File: config.mk
export PLATFORM = sky130hd
export DESIGN_NAME = blc_ctrl
export DESIGN_NICKNAME = d
export VERILOG_FILES = /design/src/rtl/blc_pkg.sv /design/src/rtl/blc_accum.sv /design/src/rtl/blc_trim.sv /design/src/rtl/blc_seq.sv /design/src/rtl/blc_ctrl.sv
export SDC_FILE = /design/constraint.sdc
export NUM_CORES = 1
export LEC_CHECK = 0
export BUFFER_PORTS_ARGS = -buffer_cell sky130_fd_sc_hd__buf_2
export CAP_MARGIN = 30
export CORE_ASPECT_RATIO = 1.4
export CORE_MARGIN = 2
export CORE_UTILIZATION = 50
export CTS_CLUSTER_DIAMETER = 150
export DETAILED_ROUTE_END_ITERATION = 12
export PLACE_DENSITY = 0.75
export SYNTH_ARGS = -nofsm -noshare
export SYNTH_HDL_FRONTEND = slang
export SYNTH_SLANG_ARGS = --single-unit
File: constraint.sdc
create_clock -name clk -period 5.4 [get_ports clk]
set_clock_uncertainty 0.05 [all_clocks]
set_input_delay 0.27 -clock clk [delete_from_list [all_inputs] [get_ports clk]]
set_output_delay 0.27 -clock clk [all_outputs]
set_load 0.02 [all_outputs]
File: src/rtl/blc_pkg.sv
package blc_pkg;
  typedef enum logic [1:0] {
    ST_IDLE = 2'd0,
    ST_PH1  = 2'd1,
    ST_PH2  = 2'd2,
    ST_PH3  = 2'd3
  } blc_state_e;
endpackage

File: src/rtl/blc_accum.sv
module blc_accum #(
  parameter int DW       = 8,
  parameter int GRP_LOG2 = 4
) (
  input  logic          clk,
  input  logic          rst_n,
  input  logic          clr,
  input  logic          smp_en,
  input  logic [DW-1:0] smp,
  output logic          avg_vld,
  output logic [DW-1:0] avg
);
  localparam int SW  = DW + GRP_LOG2;
  localparam int GRP = 1 << GRP_LOG2;

  logic [SW-1:0]       sum_q, sum_n, sum_add;
  logic [GRP_LOG2-1:0] cnt_q, cnt_n, cnt_base;

  always_comb begin
    sum_add  = (clr ? '0 : sum_q) + SW'(smp);
    cnt_base = clr ? '0 : cnt_q;
    sum_n    = clr ? '0 : sum_q;
    cnt_n    = cnt_base;
    avg_vld  = 1'b0;
    if (smp_en) begin
      if (cnt_base == GRP_LOG2'(GRP - 1)) begin
        avg_vld = 1'b1;
        sum_n   = '0;
        cnt_n   = '0;
      end else begin
        sum_n = sum_add;
        cnt_n = cnt_base + 1'b1;
      end
    end
  end

  assign avg = sum_add[SW-1:GRP_LOG2];

  always_ff @(posedge clk or negedge rst_n) begin
    if (!rst_n) begin
      sum_q <= '0;
      cnt_q <= '0;
    end else begin
      sum_q <= sum_n;
      cnt_q <= cnt_n;
    end
  end
endmodule

File: src/rtl/blc_trim.sv
module blc_trim #(
  parameter int DW       = 8,
  parameter int EW       = 10,
  parameter int SHIFT    = 0,
  parameter int RST_CODE = 128
) (
  input  logic                 clk,
  input  logic                 rst_n,
  input  logic                 apply,
  input  logic signed [EW-1:0] err,
  output logic [DW-1:0]        code
);
  logic signed [EW-1:0] step, tot;
  logic [DW-1:0]        code_q, code_n;

  always_comb begin
    step   = err >>> SHIFT;
    tot    = $signed({{(EW-DW){1'b0}}, code_q}) + step;
    code_n = code_q;
    if (apply) begin
      if (tot < 0)
        code_n = '0;
      else if (tot > $signed({{(EW-DW){1'b0}}, {DW{1'b1}}}))
        code_n = {DW{1'b1}};
      else
        code_n = tot[DW-1:0];
    end
  end

  always_ff @(posedge clk or negedge rst_n) begin
    if (!rst_n) code_q <= DW'(RST_CODE);
    else        code_q <= code_n;
  end

  assign code = code_q;
endmodule

File: src/rtl/blc_seq.sv
module blc_seq
  import blc_pkg::*;
#(
  parameter int LW        = 8,
  parameter int UPD_FIRST = 3
) (
  input  logic          clk,
  input  logic          rst_n,
  input  logic [LW-1:0] line_idx,
  input  logic          avg_vld,
  input  logic          miss,
  input  logic          trig,
  output blc_state_e    state,
  output logic          armed,
  output logic          pend
);
  blc_state_e st_q, st_n;
  logic       arm_q, arm_n, pend_q, pend_n, decide;

  assign decide = (st_q == ST_IDLE) && avg_vld;

  always_comb begin
    st_n   = st_q;
    arm_n  = arm_q;
    pend_n = decide ? 1'b0 : (pend_q | trig);
    if (decide) arm_n = miss | pend_q | trig;
    case (st_q)
      ST_IDLE: if (arm_q && line_idx == LW'(UPD_FIRST)) begin
        st_n  = ST_PH1;
        arm_n = 1'b0;
      end
      ST_PH1: if (line_idx == LW'(UPD_FIRST + 2)) st_n = ST_PH2;
      ST_PH2: if (line_idx == LW'(UPD_FIRST + 4)) st_n = ST_PH3;
      ST_PH3: if (line_idx == LW'(UPD_FIRST + 6)) st_n = ST_IDLE;
      default: st_n = ST_IDLE;
    endcase
  end

  always_ff @(posedge clk or negedge rst_n) begin
    if (!rst_n) begin
      st_q   <= ST_IDLE;
      arm_q  <= 1'b0;
      pend_q <= 1'b0;
    end else begin
      st_q   <= st_n;
      arm_q  <= arm_n;
      pend_q <= pend_n;
    end
  end

  assign state = st_q;
  assign armed = arm_q;
  assign pend  = pend_q;

  // a request outside the decision sample is kept pending
  p_trig_held_r4: assert property (@(posedge clk) disable iff (!rst_n)
    (trig && !decide) |=> pend_q);

  // phases advance strictly in order
  p_phase_order_r5: assert property (@(posedge clk) disable iff (!rst_n)
    (st_q == ST_PH2) |-> ($past(st_q) == ST_PH1 || $past(st_q) == ST_PH2));
endmodule

File: src/rtl/blc_ctrl.sv
module blc_ctrl
  import blc_pkg::*;
#(
  parameter int DW           = 8,
  parameter int LW           = 8,
  parameter int CW           = 8,
  parameter int LINE_PIX     = 164,
  parameter int MID_PIX      = 128,
  parameter int GRP_LOG2     = 4,
  parameter int MON_LINE     = 2,
  parameter int UPD_FIRST    = 3,
  parameter int COARSE_SHIFT = 2,
  parameter int DAC_RST      = 128
) (
  input  logic          clk,
  input  logic          rst_n,
  input  logic          pix_valid,
  input  logic [DW-1:0] pix_data,
  input  logic [LW-1:0] line_idx,
  input  logic [CW-1:0] col_idx,
  input  logic          gain_chg,
  input  logic          force_cal,
  input  logic          grp_alt,
  input  logic [DW-1:0] thr_lo,
  input  logic [DW-1:0] thr_hi,
  input  logic [DW-1:0] target,
  output logic [DW-1:0] b0_code,
  output logic [DW-1:0] b1_code,
  output logic          busy,
  output logic          cm_sel,
  output logic          recal_flag
);
  localparam int GRP       = 1 << GRP_LOG2;
  localparam int MID_START = (LINE_PIX - MID_PIX) / 2;
  localparam int GRP_LAST  = MID_START + MID_PIX - GRP;
  localparam int GRP_PREV  = GRP_LAST - GRP;
  localparam int EW        = DW + 2;

  blc_state_e           state;
  logic [LW-1:0]        line_q, samp_line;
  logic [CW-1:0]        grp_start;
  logic                 line_chg, in_grp, smp_en, avg_vld, miss, trig, armed, pend;
  logic [DW-1:0]        avg;
  logic signed [EW-1:0] err;
  logic [1:0]           apply;
  logic [DW-1:0]        codes [2];

  always_ff @(posedge clk or negedge rst_n) begin
    if (!rst_n) line_q <= '0;
    else        line_q <= line_idx;
  end

  always_comb begin
    line_chg  = (line_idx != line_q);
    grp_start = grp_alt ? CW'(GRP_PREV) : CW'(GRP_LAST);
    in_grp    = (col_idx >= grp_start) && (col_idx < grp_start + CW'(GRP));
    case (state)
      ST_PH1:  samp_line = LW'(UPD_FIRST);
      ST_PH2:  samp_line = LW'(UPD_FIRST + 2);
      ST_PH3:  samp_line = LW'(UPD_FIRST + 4);
      default: samp_line = LW'(MON_LINE);
    endcase
    smp_en = pix_valid && in_grp && (line_idx == samp_line);
    miss   = (avg < thr_lo) || (avg > thr_hi);
    trig   = gain_chg | force_cal;
    err    = $signed({2'b00, target}) - $signed({2'b00, avg});
    apply[0] = avg_vld && (state == ST_PH1 || state == ST_PH3);
    apply[1] = avg_vld && (state == ST_PH2);
  end

  blc_accum #(.DW(DW), .GRP_LOG2(GRP_LOG2)) u_accum (
    .clk(clk), .rst_n(rst_n), .clr(line_chg), .smp_en(smp_en), .smp(pix_data),
    .avg_vld(avg_vld), .avg(avg)
  );

  blc_seq #(.LW(LW), .UPD_FIRST(UPD_FIRST)) u_seq (
    .clk(clk), .rst_n(rst_n), .line_idx(line_idx), .avg_vld(avg_vld),
    .miss(miss), .trig(trig), .state(state), .armed(armed), .pend(pend)
  );

  for (genvar g = 0; g < 2; g++) begin : g_dac
    localparam int SH = (g == 0) ? 0 : COARSE_SHIFT;
    blc_trim #(.DW(DW), .EW(EW), .SHIFT(SH), .RST_CODE(DAC_RST)) u_trim (
      .clk(clk), .rst_n(rst_n), .apply(apply[g]), .err(err), .code(codes[g])
    );
  end

  assign b0_code    = codes[0];
  assign b1_code    = codes[1];
  assign busy       = (state != ST_IDLE);
  assign cm_sel     = (state == ST_PH1);
  assign recal_flag = armed;

  // codes hold while no update runs
  p_dac_hold_r8: assert property (@(posedge clk) disable iff (!rst_n)
    !busy |=> ($stable(b0_code) && $stable(b1_code)));

  // coarse code moves only in its own phase
  p_b1_phase_r6: assert property (@(posedge clk) disable iff (!rst_n)
    (state != ST_PH2) |=> $stable(b1_code));

  // update starts on the first update line and consumes the arm flag
  p_busy_enter_r5: assert property (@(posedge clk) disable iff (!rst_n)
    $rose(busy) |-> ($past(line_idx) == LW'(UPD_FIRST) && !recal_flag));
endmodule

# --- After elaboration in Yosys (flattened, before gate mapping) ---
# Cells that the tools add are included.
word_totals:
  register_bits: 44
  latchBits: 0
  ram_bits: 0
  rom_bits: 0
  output_inout_bits: 19
  elab_cells: 75
  mem_count: 0
classes:
  add_sub_neg: 6
  mul: 0
  n_div: 0
  n_lt_le_gt_ge: 8
  n_eq_ne: 14
  shifts: 0
  muxes: 23
  n_bitwise: 4
  reduce_logical: 12
op_table:
  columns: ["op", "n"]
  rows:
  - ["$mux W8", 5]
  - ["$mux W12", 3]
  - ["$gt A10 B9 Y1 const B", 2]
  - ["$lt A10 B1 Y1 const B", 2]
  - ["$eq A8 B3 Y1 const B", 2]
  - ["$lt A8 B8 Y1", 2]
  - ["$add A12 B8 Y12", 1]
  - ["$mux W4", 3]
  - ["$add A9 B7 Y10", 1]
  - ["$add A9 B9 Y10", 1]
  - ["$pmux W3 S3", 1]
  - ["$sub A8 B8 Y9", 1]
  - ["$add A8 B5 Y8 const B", 1]
  - ["$eq A8 B2 Y1 const B", 1]
  - ["$eq A8 B4 Y1 const B", 1]
  - ["$eq A8 B8 Y1", 1]
  - ["$ge A8 B8 Y1", 1]
  - ["$gt A8 B8 Y1", 1]
  - ["$mux W2", 4]
  - ["$ne A8 B8 Y1", 1]
  - ["$pmux W2 S4", 1]
  - ["$logic_and A1 B1 Y1", 7]
  - ["$mux W1", 6]
  - ["$ne A2 B1 Y1 const B", 3]
  - ["10 further kinds", 15]

# --- Logic depth before layout (Yosys ltp) ---
# Gate-level depths: netlist (run 1).
logic_depth:
  word_depth: 11
  ltp_mapped: 29
  depth_no_buf: 28

# --- Cells and area by module ---
# Synthesis (run 1) repeated with hierarchy kept, for this count alone.
unflattened:
  cells_unflattened: 459
  hier_area_um2: 4347.9
modules_own_cells:
  columns: ["module", "n_inst", "cells_each", "area_each_um2", "seq_area_each_um2"]
  rows:
  - ["blc_ctrl", 1, 150, 1211.2, 200.2]
  - ["blc_accum", 1, 122, 1198.6, 400.4]
  - ["blc_trim (g_dac[1].u_trim)", 1, 79, 820.8, 201.4]
  - ["blc_trim (g_dac[0].u_trim)", 1, 73, 767.0, 201.4]
  - ["blc_seq", 1, 35, 350.3, 100.1]

# --- Worst setup path after synthesis (run 1) ---
# No wires, ideal clock.
synth_timing:
  kind: "reg2reg"
  start: "register line_q[1]"
  end: "register g_dac[1].u_trim.code_q[0]"
  setup_time_ns: 0.094
  arrival_time_ns: 5.790
  slack_ns: -0.534
  stages_incl_launch_ff: 29
  path_buffers: 1
  path_cell_list: "dfrtp_1 -> xor2_1 -> nor4_1 -> clkbuf_1 -> and3_1 -> ha_1 -> inv_1 -> fa_1 -> nor2b_1 -> o21ai_0 -> nand2_1 -> xor2_1 -> ha_1 -> inv_1 -> fa_1 -> nor2_1 -> a31oi_4 -> maj3_4 -> o221ai_2 -> and2_1 -> xnor2_1 -> ha_1 -> nand2_1 -> o21ai_0 -> a21o_1 -> nor4bb_1 -> nand2_1 -> o2111a_1 -> a211oi_1"
synth_via:
  elab_chain_len: 8
  elab_cells_between_ends: 14
synth_rtl:
  columns: ["item", "line_no", "source"]
  rows:
  - ["start: declaration", "blc_ctrl.sv:40", "logic [LW-1:0] line_q, samp_line;"]
  - ["start signal: assignment", "blc_ctrl.sv:50", "else line_q <= line_idx;"]
  - ["$ne A8 B8 Y1 (*)", "blc_ctrl.sv:54", "line_chg = (line_idx != line_q);"]
  - ["$mux W12", null, null]
  - ["$add A12 B8 Y12", "blc_accum.sv:20", "sum_add = (clr ? '0 : sum_q) + SW'(smp);"]
  - ["$sub A8 B8 Y9", "blc_ctrl.sv:66", "err = $signed({2'b00, target}) - $signed({2'b00, avg});"]
  - ["$add A9 B7 Y10", "blc_trim.sv:18", "tot = $signed({{(EW-DW){1'b0}}, code_q}) + step;"]
  - ["$gt A10 B9 Y1", "blc_trim.sv:23", "else if (tot > $signed({{(EW-DW){1'b0}}, {DW{1'b1}}}))"]
  - ["$mux W8", "blc_trim.sv:23", null]
  - ["$mux W8", "blc_trim.sv:21", "if (tot < 0)"]
  - ["end signal: assignment", "blc_trim.sv:31", "if (!rst_n) code_q <= DW'(RST_CODE);"]
  - ["end signal: assignment", "blc_trim.sv:32", "else code_q <= code_n;"]
  - ["end: declaration", "blc_trim.sv:14", "logic [DW-1:0] code_q, code_n;"]
# Mark *: on every way between the ends. The rest lies on a longest branch, timed or not.
# A chain may end at the register's enable or synchronous reset.

# --- Worst setup path in the final report (run 1) ---
layout_timing:
  start: "register line_q[2]"
  end: "register g_dac[1].u_trim.code_q[1]"
# Same word-level chain as after synthesis.

==> out/qor.csv, run 1 <==
metric,value,unit
Tcrit/Tclk final,1.05,
Slowest Stage Delay on Critical Path,0.40,ns
die area,0.00928,mm^2
Yosys warning count,0,
sw frac,0.322,
Place WS,-0.462,ns
final hold viol count,0,
Final min period,5.65,ns
NumNets Final,775,
Clock power frac,0.346,
sequential share of power,0.317,
Lkg Pwr,0.00307,uW
min-delay worst type,input port to flop,
max cap viols,0,
hold_sp,line_idx[4],
antenna violations before repair,0,
Syn Area/Cell,8.47,um^2
GP Congestion,0.911,
Max IR drop VDD,217,uV
Achievable Freq,177,MHz
Final setup viols,13,
Final ANT Viol Nets,0,
"commonest non-fill, non-tap cell in the layout",buf_4,
sw power,356,uW
Cell Pwr Density,182,mW/mm^2
Placed Cells,750,
Comb power frac,0.337,
"FF+latch count, synth",44,
Residual DRC,0,
I/O Buffers,71,
measured slew at the worst slew-check pin,0.937,ns
global-route wire length before repair,20600,um
Reg2Reg Setup Slack,-0.25,ns
hpwl dp,9970,um
slowest CP cell,fa_2,
GRT Total Usage,0.286,
Cell variety after synth,73,
H-tree Lvls,2,
Die W,82,um
# rows,39,
drt first pass iters,4,
Area growth syn-to-layout,42.9,%
Root Buffer,clkbuf_16,
number of global-route vias before repair,4662,
Final Instance Area,0.00609,mm^2
largest net degree at the start of global routing,29,
Clock Pin Slew Worst Setup and Hold Paths,0.07,ns
CP required,5.57,ns
Mapped Cells,503,
P_int,750,uW
Initial DRC Count,235,
Syn Nets,609,
final hold slack,0.0747,ns
Die H,113,um
vias,4485,
area post-placement,0.00547,mm^2
Max transition margin,0.375,
TritonCTS clock tree,done,
Core Area,0.00820,mm^2
Clock Sinks,44,
Mapped Area,0.00426,mm^2
clk_lat worst skew,0.30,ns
cts bufs inserted,5,
clk buf depth,2,
sequential-to-total area share from yosys stat,0.259,
failing checks,setup timing,
Initial Utilization,0.520,
CP max FO,6,
layout cell share with drive strength beyond 1,0.399,
RSZ-0062 raised after global routing,true,
"Slew Viols, Final",0,
startpoint types,flop,
Crit Path Class,flop to flop,
post-route setup slack,-0.250,ns
total wire length,13600,um
Vias/cell,5.81,
grt ovf,0,
Post-synth EDFFs,0,
CP Capture Type,flop,
Routed WL per cell,17.6,um
most frequent cells in the layout,"buf_4 (96), buf_2 (71), nand2_1 (46)",
worst r2r src,line_q[2],
top_reg_cell synth,dfrtp_1,
outcome,"complete, but fails checks",
fraction of registers with async set/reset,1.00,
final std cells w/o fill,772,
data arrival time of the critical path,5.82,ns
# diodes,0,
Worst Setup SP,line_q[2],
# IOs,73,
==> state kept, by name, summed over array words and instances, names as in the netlist <==
name and cells:
g_dac.u_trim.code 16, line_q 8, u_accum.sum_q 12, u_seq.state 2, u_accum.cnt_q 4, u_seq.armed 1
u_seq.pend 1
==> layer usage <==
layer / up-vias / track usage / wire length [um]
li1: 2147 / - / -
met1: 2195 / 0.290 / 5070
met2: 109 / 0.554 / 7690
met3: 34 / 0.0415 / 423
met4: 0 / 0.120 / 396
met5: - / 0 / 0
==> Yosys cell counts (11+ instances only) <==
| library cell | count | area, um^2 |
|---|---|---|
| ha_1 | 48 | 601 |
| xnor2_1 | 16 | 140 |
| xor2_1 | 20 | 175 |
| and3_1 | 14 | 87.6 |
| dfrtp_1 | 42 | 1050 |
| inv_1 | 47 | 176 |
| nand2_1 | 50 | 188 |
| nor2_1 | 31 | 116 |
| o21ai_0 | 33 | 165 |
| a21oi_1 | 30 | 150 |
| a21o_1 | 13 | 97.6 |
| clkbuf_1 | 11 | 41.3 |
==> stage by stage <==
step,total power (uW),utilization,setup TNS (ns)
3_5_place_dp,696,0.667,-5.54
6_report,1110,0.742,-2.02
5_1_grt,1150,0.742,-6.82
2_1_floorplan,563,-,-1.72
4_1_cts,1090,0.716,-0.746
3_3_place_gp,678,0.665,-3.72
==> kinds of logic (layout without fill, tap and decap cells) <==
kind of cell,Yosys count,count (layout),synth area share
xor+xnor,37,37,0.0793
simple gates,153,153,0.182
fa+ha+maj,57,57,0.173
flops,44,44,0.259
compound gates,149,149,0.244
buf+inv,60,227,0.0549
mux,3,3,0.00764
==> power groups by stage <==
stage / Sequential, uW / Combinational [uW] / Clock (uW)
2_1_floorplan: 355 / 208 / 0
3_3_place_gp: 356 / 322 / 0
3_5_place_dp: 357 / 338 / 0
4_1_cts: 351 / 352 / 384
5_1_grt: 352 / 407 / 396
6_report: 351 / 372 / 383
==> final cells by class <==
class | instances | area (um^2)
clock buffers | 6 | 139
clock inverters | 2 | 38.8
fillers | 561 | 2110
inverters | 47 | 176
multi-input cells | 399 | 3360
flip-flops and latches | 44 | 1100
well taps | 102 | 128
repair buffers | 172 | 1140
==> timing repair <==
action | in CTS | in global routing
pin swaps | 40 | 29
setup endpoints to repair | 16 | 17
gates resized for setup | 35 | 28
buffers inserted | 7 | 7
hold buffers | 1 | 0
endpoints found under the hold margin | 15 | 0
==> worst max-delay path, delay by kind of cell, from the launching register on <==
| kind | cells | cell delay (ns) |
|---|---|---|
| and+or+nand+nor | 9 | 1.40 |
| DFF | 1 | 0.38 |
| adders and majority gates | 6 | 1.73 |
| buffers and inverters | 3 | 0.26 |
| xor gates and xnor gates | 3 | 0.57 |
| AOI/OAI and AO/OA | 7 | 1.18 |
==> worst paths after layout <==
kind	endpoint	depth (start not counted)
worst max-delay path	g_dac[1].u_trim.code[1]	28
min in group asynchronous	g_dac[0].u_trim.code[3]	2
worst min register to register	u_accum.sum_q[7]	2
worst max register to register	g_dac[1].u_trim.code[1]	28
worst min-delay path	line_q[4]	1
max in group asynchronous	g_dac[1].u_trim.code[7]	3
No activity file was read; power rests on OpenSTA's default activity.
==> run 2: changes to the inputs <==
- CTS_CLUSTER_DIAMETER: 150 -> default
- PLACE_DENSITY: 0.75 -> 0.78
==> out/qor.csv, run 2 (same netlist as run 1, synthesis figures left out) <==
metric,value,unit,change
sequential share of power,0.320,,+0.003
Comb power frac,0.345,,+0.008
P_int,736,uW,-1.8%
Initial DRC Count,412,,+75%
Max IR drop VDD,215,uV,-0.79%
GP Congestion,0.913,,+0.24%
Area growth syn-to-layout,42.9,%,about the same
Vias/cell,5.97,,+2.7%
Tcrit/Tclk final,1.06,,+0.0160
RSZ-0062 raised after global routing,true,,
Lkg Pwr,0.00311,uW,+1.3%
"commonest non-fill, non-tap cell in the layout",buf_4,,
Cell Pwr Density,180,mW/mm^2,-1.2%
clk_lat worst skew,0.30,ns,about the same
Die H,113,um,unchanged
sw frac,0.327,,+0.00455
measured slew at the worst slew-check pin,0.939,ns,+0.00142 ns
Initial Utilization,0.520,,unchanged
global route hottest layer,met2,,
clk buf depth,2,,unchanged
NumNets Final,775,,unchanged
Clock power frac,0.335,,-0.011
cts bufs inserted,5,,unchanged
GRT Total Usage,0.288,,+0.00225
Clock Pin Slew Worst Setup and Hold Paths,0.07,ns,about the same
Routed WL per cell,18.2,um,+3.6%
CP required,5.58,ns,about the same
# IOs,73,,unchanged
Core Area,0.00820,mm^2,unchanged
Final ANT Viol Nets,0,,unchanged
max cap viols,0,,unchanged
area post-placement,0.00551,mm^2,+0.82%
Achievable Freq,174,MHz,-1.5%
hpwl dp,9860,um,-1.1%
CP max FO,3,,-3
layout cell share with drive strength beyond 1,0.399,,unchanged
Clock Sinks,44,,unchanged
GR Layer Usage met2,0.535,,-0.0195
global-route wire length before repair,20700,um,+0.50%
largest net degree at the start of global routing,28,,-3.4%
Final min period,5.74,ns,+0.0866 ns
drt first pass iters,5,,+1
"Slew Viols, Final",0,,unchanged
Final setup viols,15,,+2
Crit Path Class,flop to flop,,
post-route setup slack,-0.336,ns,-0.0866 ns
outcome,"complete, but fails checks",,
vias,4607,,+2.7%
Root Buffer,clkbuf_16,,
Final Instance Area,0.00609,mm^2,about the same
max FFs per register,16,,unchanged
total wire length,14100,um,+3.6%
data arrival time of the critical path,5.92,ns,+0.10 ns
antenna violations before repair,0,,unchanged
met3 GRT Util,0.0502,,+0.00877
Final Power,1090,uW,-1.1%
die area,0.00928,mm^2,unchanged
Slowest Stage Delay on Critical Path,0.41,ns,about the same
Max transition margin,0.374,,-0.000946
# diodes,0,,unchanged
most frequent cells in the layout,"buf_4 (99), buf_2 (71), nand2_1 (46)",,
Residual DRC,0,,unchanged
CP Capture Type,flop,,
number of global-route vias before repair,4662,,unchanged
final hold slack,0.0707,ns,-0.00402 ns
failing checks,setup timing,,
startpoint types,flop,,
final hold viol count,0,,unchanged
H-tree Lvls,2,,unchanged
min-delay worst type,input port to flop,,
TritonCTS clock tree,done,,
# rows,39,,unchanged
grt ovf,0,,unchanged
GRT met1 Usage,0.287,,-0.00261
Die W,82,um,unchanged
sw power,357,uW,+0.25%
slowest CP cell,fa_2,,
I/O Buffers,71,,unchanged
==> run 2: cell types whose count changed in the layout (fill, tap and decap cells not counted), moves of 2 or more <==
cell / delta
a21oi_1: +2
and3_1: -2
and3_4: +2
buf_4: +3
buf_6: -3
o21ai_1: +2
xnor2_1: -2
xnor2_2: +2
==> run 2: worst paths after layout <==
check	from	end	slack [ns]	cells past startpoint
worst max-delay path	line_q[0]	g_dac[1].u_trim.code[7]	-0.34	29
worst min-delay path	line_idx[4]	line_q[4]	0.07	1
worst max register to register	line_q[0]	g_dac[1].u_trim.code[7]	-0.34	29
worst min register to register	u_accum.sum_q[7]	u_accum.sum_q[7]	0.48	2
max in group asynchronous	rst_n	u_accum.sum_q[0]	4.35	3
min in group asynchronous	rst_n	g_dac[0].u_trim.code[2]	0.43	2
==> run 2: layer usage <==
layer,up-vias,wire length [um]
li1,2153,-
met1,2222,5080
met3,59,628
met4,0,786
met2,173,7580
met5,-,0
==> run 2: metrics by stage <==
step           cells  utilization  setup TNS (ns)  worst slack (ns)
6_report         772        0.743           -3.81            -0.336
5_1_grt          772        0.743           -7.46            -0.587
4_1_cts          768        0.715           -1.73            -0.273
3_5_place_dp     756        0.673           -5.81            -0.475
3_3_place_gp     755        0.670           -3.35            -0.291
2_1_floorplan    503            -           -1.72            -0.278
==> run 2: repair_timing <==
action	4_1_cts	5_1_grt
buffers inserted	3	4
hold endpoints to repair	15	0
resized for setup	31	30
hold buffers	1	0
setup endpoints to repair	17	17
gates cloned	0	0
pin swaps	36	25
==> run 2: worst max-delay path, delay by kind of cell (launching register included) <==
| kind | cells | cell delay (ns) |
|---|---|---|
| muxes | 1 | 0.26 |
| AOI/OAI and AO/OA | 6 | 0.83 |
| adders and majority gates | 6 | 1.75 |
| DFF | 1 | 0.38 |
| and+or+nand+nor | 9 | 1.47 |
| buffers and inverters | 4 | 0.41 |
| xor gates and xnor gates | 3 | 0.50 |
==> run 2: power by group through the flow <==
stage | logic [uW] | clock network [uW] | registers, uW
2_1_floorplan | 208 | 0 | 355
3_3_place_gp | 323 | 0 | 355
3_5_place_dp | 341 | 0 | 357
4_1_cts | 352 | 372 | 350
5_1_grt | 410 | 387 | 352
6_report | 377 | 366 | 350
==> run 2: cell type report <==
type / count / area, um^2
Inverter: 47 / 176
Tap cell: 102 / 128
Sequential cell: 44 / 1100
Multi-Input combinational cell: 399 / 3380
Clock inverter: 3 / 46.3
Clock buffer: 5 / 125
Fill cell: 539 / 2110
Timing Repair Buffer: 172 / 1130
==> run 3: changes to the inputs <==
- CORE_MARGIN: 2 -> default
- CORE_UTILIZATION: 50 -> 52
- PLACE_DENSITY: 0.78 -> 0.81
==> out/qor.csv, run 3 (same netlist as run 1, synthesis figures left out) <==
metric,value,unit,change
Achievable Freq,164,MHz,-5.9%
hold_sp,line_idx[6],,
clk_lat worst skew,0.32,ns,+0.02 ns
Die W,78.5,um,-4.3%
max cap viols,0,,unchanged
post-route setup slack,-0.698,ns,-0.362 ns
setup TNS,-7.27,ns,-3.46 ns
final hold viol count,0,,unchanged
"commonest non-fill, non-tap cell in the layout",buf_4,,
Final setup viols,17,,+2
max FFs per register,16,,unchanged
NumNets Final,793,,+2.3%
GP Congestion,0.911,,-0.25%
multi-input logic area,0.00347,mm^2,+2.8%
outcome,"complete, but fails checks",,
layout cell share with drive strength beyond 1,0.429,,+0.0303
Crit Path Class,flop to flop,,
H-tree Lvls,2,,unchanged
Routed WL per cell,20.0,um,+9.9%
Cell Pwr Density,165,mW/mm^2,-8.3%
Lkg Pwr,0.00317,uW,+2.0%
"Slew Viols, Final",0,,unchanged
worst r2r src,line_q[0],,
Filler cells,449,,-17%
Core Area,0.00785,mm^2,-4.3%
startpoint types,flop,,
number of global-route vias before repair,4813,,+3.2%
vias,4971,,+7.9%
CP max FO,6,,+3
Worst Hold End,line_q[6],,
total wire length,15800,um,+12%
GRT Total Usage,0.332,,+0.0438
WHS Path Cells,2,,+1
Place WS,-0.450,ns,+0.0248 ns
RR Endpoint,g_dac[1].u_trim.code[1],,
CP Capture Type,flop,,
CP top delay family,compound AO/OA/AOI/OAI gates,,
CP bufs+invs,9,,+5
Clock Pin Slew Worst Setup and Hold Paths,0.10,ns,+0.03 ns
hpwl dp,9670,um,-1.9%
most frequent cells in the layout,"buf_4 (111), buf_2 (72), nand2_1 (45)",,
antenna violations before repair,0,,unchanged
Initial DRC Count,483,,+17%
Max transition margin,0.396,,+0.0222
Area growth syn-to-layout,47.3,%,
FF+latch area,0.00110,mm^2,unchanged
TritonCTS clock tree,done,,
# rows,38,,-2.6%
Reg2Reg Setup Slack,-0.70,ns,-0.36 ns
Final Power,1030,uW,-5.5%
Die H,109,um,-3.6%
Final ANT Viol Nets,0,,unchanged
# IOs,73,,unchanged
Root Buffer,clkbuf_8,,
die area,0.00856,mm^2,-7.8%
area post-placement,0.00547,mm^2,-0.73%
drt first pass iters,7,,+2
measured slew at the worst slew-check pin,0.905,ns,-0.0333 ns
Initial Utilization,0.543,,+0.0234
slowest CP cell,o41ai_2,,
clk buf depth,2,,unchanged
Slowest Stage Delay on Critical Path,0.54,ns,+0.13 ns
Final min period,6.10,ns,+0.362 ns
CP required,5.59,ns,about the same
I/O Buffers,71,,unchanged
RSZ-0062 raised after global routing,true,,
data arrival time of the critical path,6.29,ns,+0.37 ns
Final Instance Area,0.00627,mm^2,+3.1%
grt ovf,0,,unchanged
Residual DRC,0,,unchanged
Max IR drop VDD,245,uV,+14%
largest net degree at the start of global routing,26,,-7.1%
cts bufs inserted,5,,unchanged
R2R cell count,29,,unchanged
Tcrit/Tclk final,1.13,,+0.0671
Clock Sinks,44,,unchanged
failing checks,setup timing,,
global-route wire length before repair,21900,um,+5.8%
# diodes,0,,unchanged
Vias/cell,6.31,,+5.7%
min-delay worst type,input port to flop,,
"Core Util, Final",0.800,,+0.0572
cell with the most instances on the worst path,buf_4,,
run 3: cell types whose count changed in the layout (fill, tap and decap cells not counted), moves of 4 or more:
cell       previous run  this run
clkbuf_16             5         0
buf_6                 0         5
o21ai_0              23        19
clkbuf_8              0         5
buf_4                99       111
ha_1                 39        35
ha_4                  8        12
run 3: repair_timing:
item                       4_1_cts  5_1_grt
hold buffers                     1        0
hold endpoints to repair        19        0
setup endpoints to repair       16       17
gates resized for setup         46       37
buffers inserted                22        7
pin swaps                       49       21
gates cloned                     1        0
run 3: routing by layer:
metal | GRT usage | up-vias | wire (um)
met2 | 0.631 | 284 | 8140
met5 | 0 | - | 0
met3 | 0.0586 | 122 | 950
met4 | 0.213 | 0 | 1270
met1 | 0.328 | 2372 | 5430
li1 | - | 2193 | -
run 3: cell type report:
cell class | instances | share of cell area
flip-flops and latches | 44 | 0.176
well taps | 100 | 0.0199
clock inverters | 3 | 0.00738
multi-input cells | 399 | 0.554
inverters | 47 | 0.0281
repair buffers | 190 | 0.204
clock buffers | 5 | 0.0110
run 3: stage by stage:
stage	hold slack (ns)	instances
finish	0.123	788
global route	0.122	788
CTS	0.122	781
detailed placement	0.225	749
global placement	0.432	748
floorplan	-0.0756	503
run 3: where the power goes:
group	total (uW)	leakage (uW)	internal (uW)	switching, uW
combinational	407	0.00254	193	214
clock	276	0.0000548	140	136
sequential	350	0.000579	341	9.78
total	1030	0.00317	673	360
run 3: worst max-delay path by stage:
stage	startpoint	end	slack (ns)	cells after the start
final	line_q[0]	g_dac[1].u_trim.code[1]	-0.70	29
after CTS	line_q[1]	g_dac[1].u_trim.code[1]	-0.23	27
after global placement	line_idx[4]	g_dac[1].u_trim.code[1]	-0.32	29
after detailed placement	line_idx[4]	g_dac[1].u_trim.code[1]	-0.45	29
after floorplan	line_q[4]	g_dac[1].u_trim.code[1]	-0.28	28
after global routing	line_q[0]	g_dac[1].u_trim.code[0]	-1.02	29
run 3: worst register-to-register path: cells and delay by family (launching register included):
kind	cells	cell delay (ns)
simple gates	7	1.23
buf+inv	9	1.19
fa+ha+maj	3	0.83
xor+xnor	2	0.28
compound gates	8	2.05
flops	1	0.38
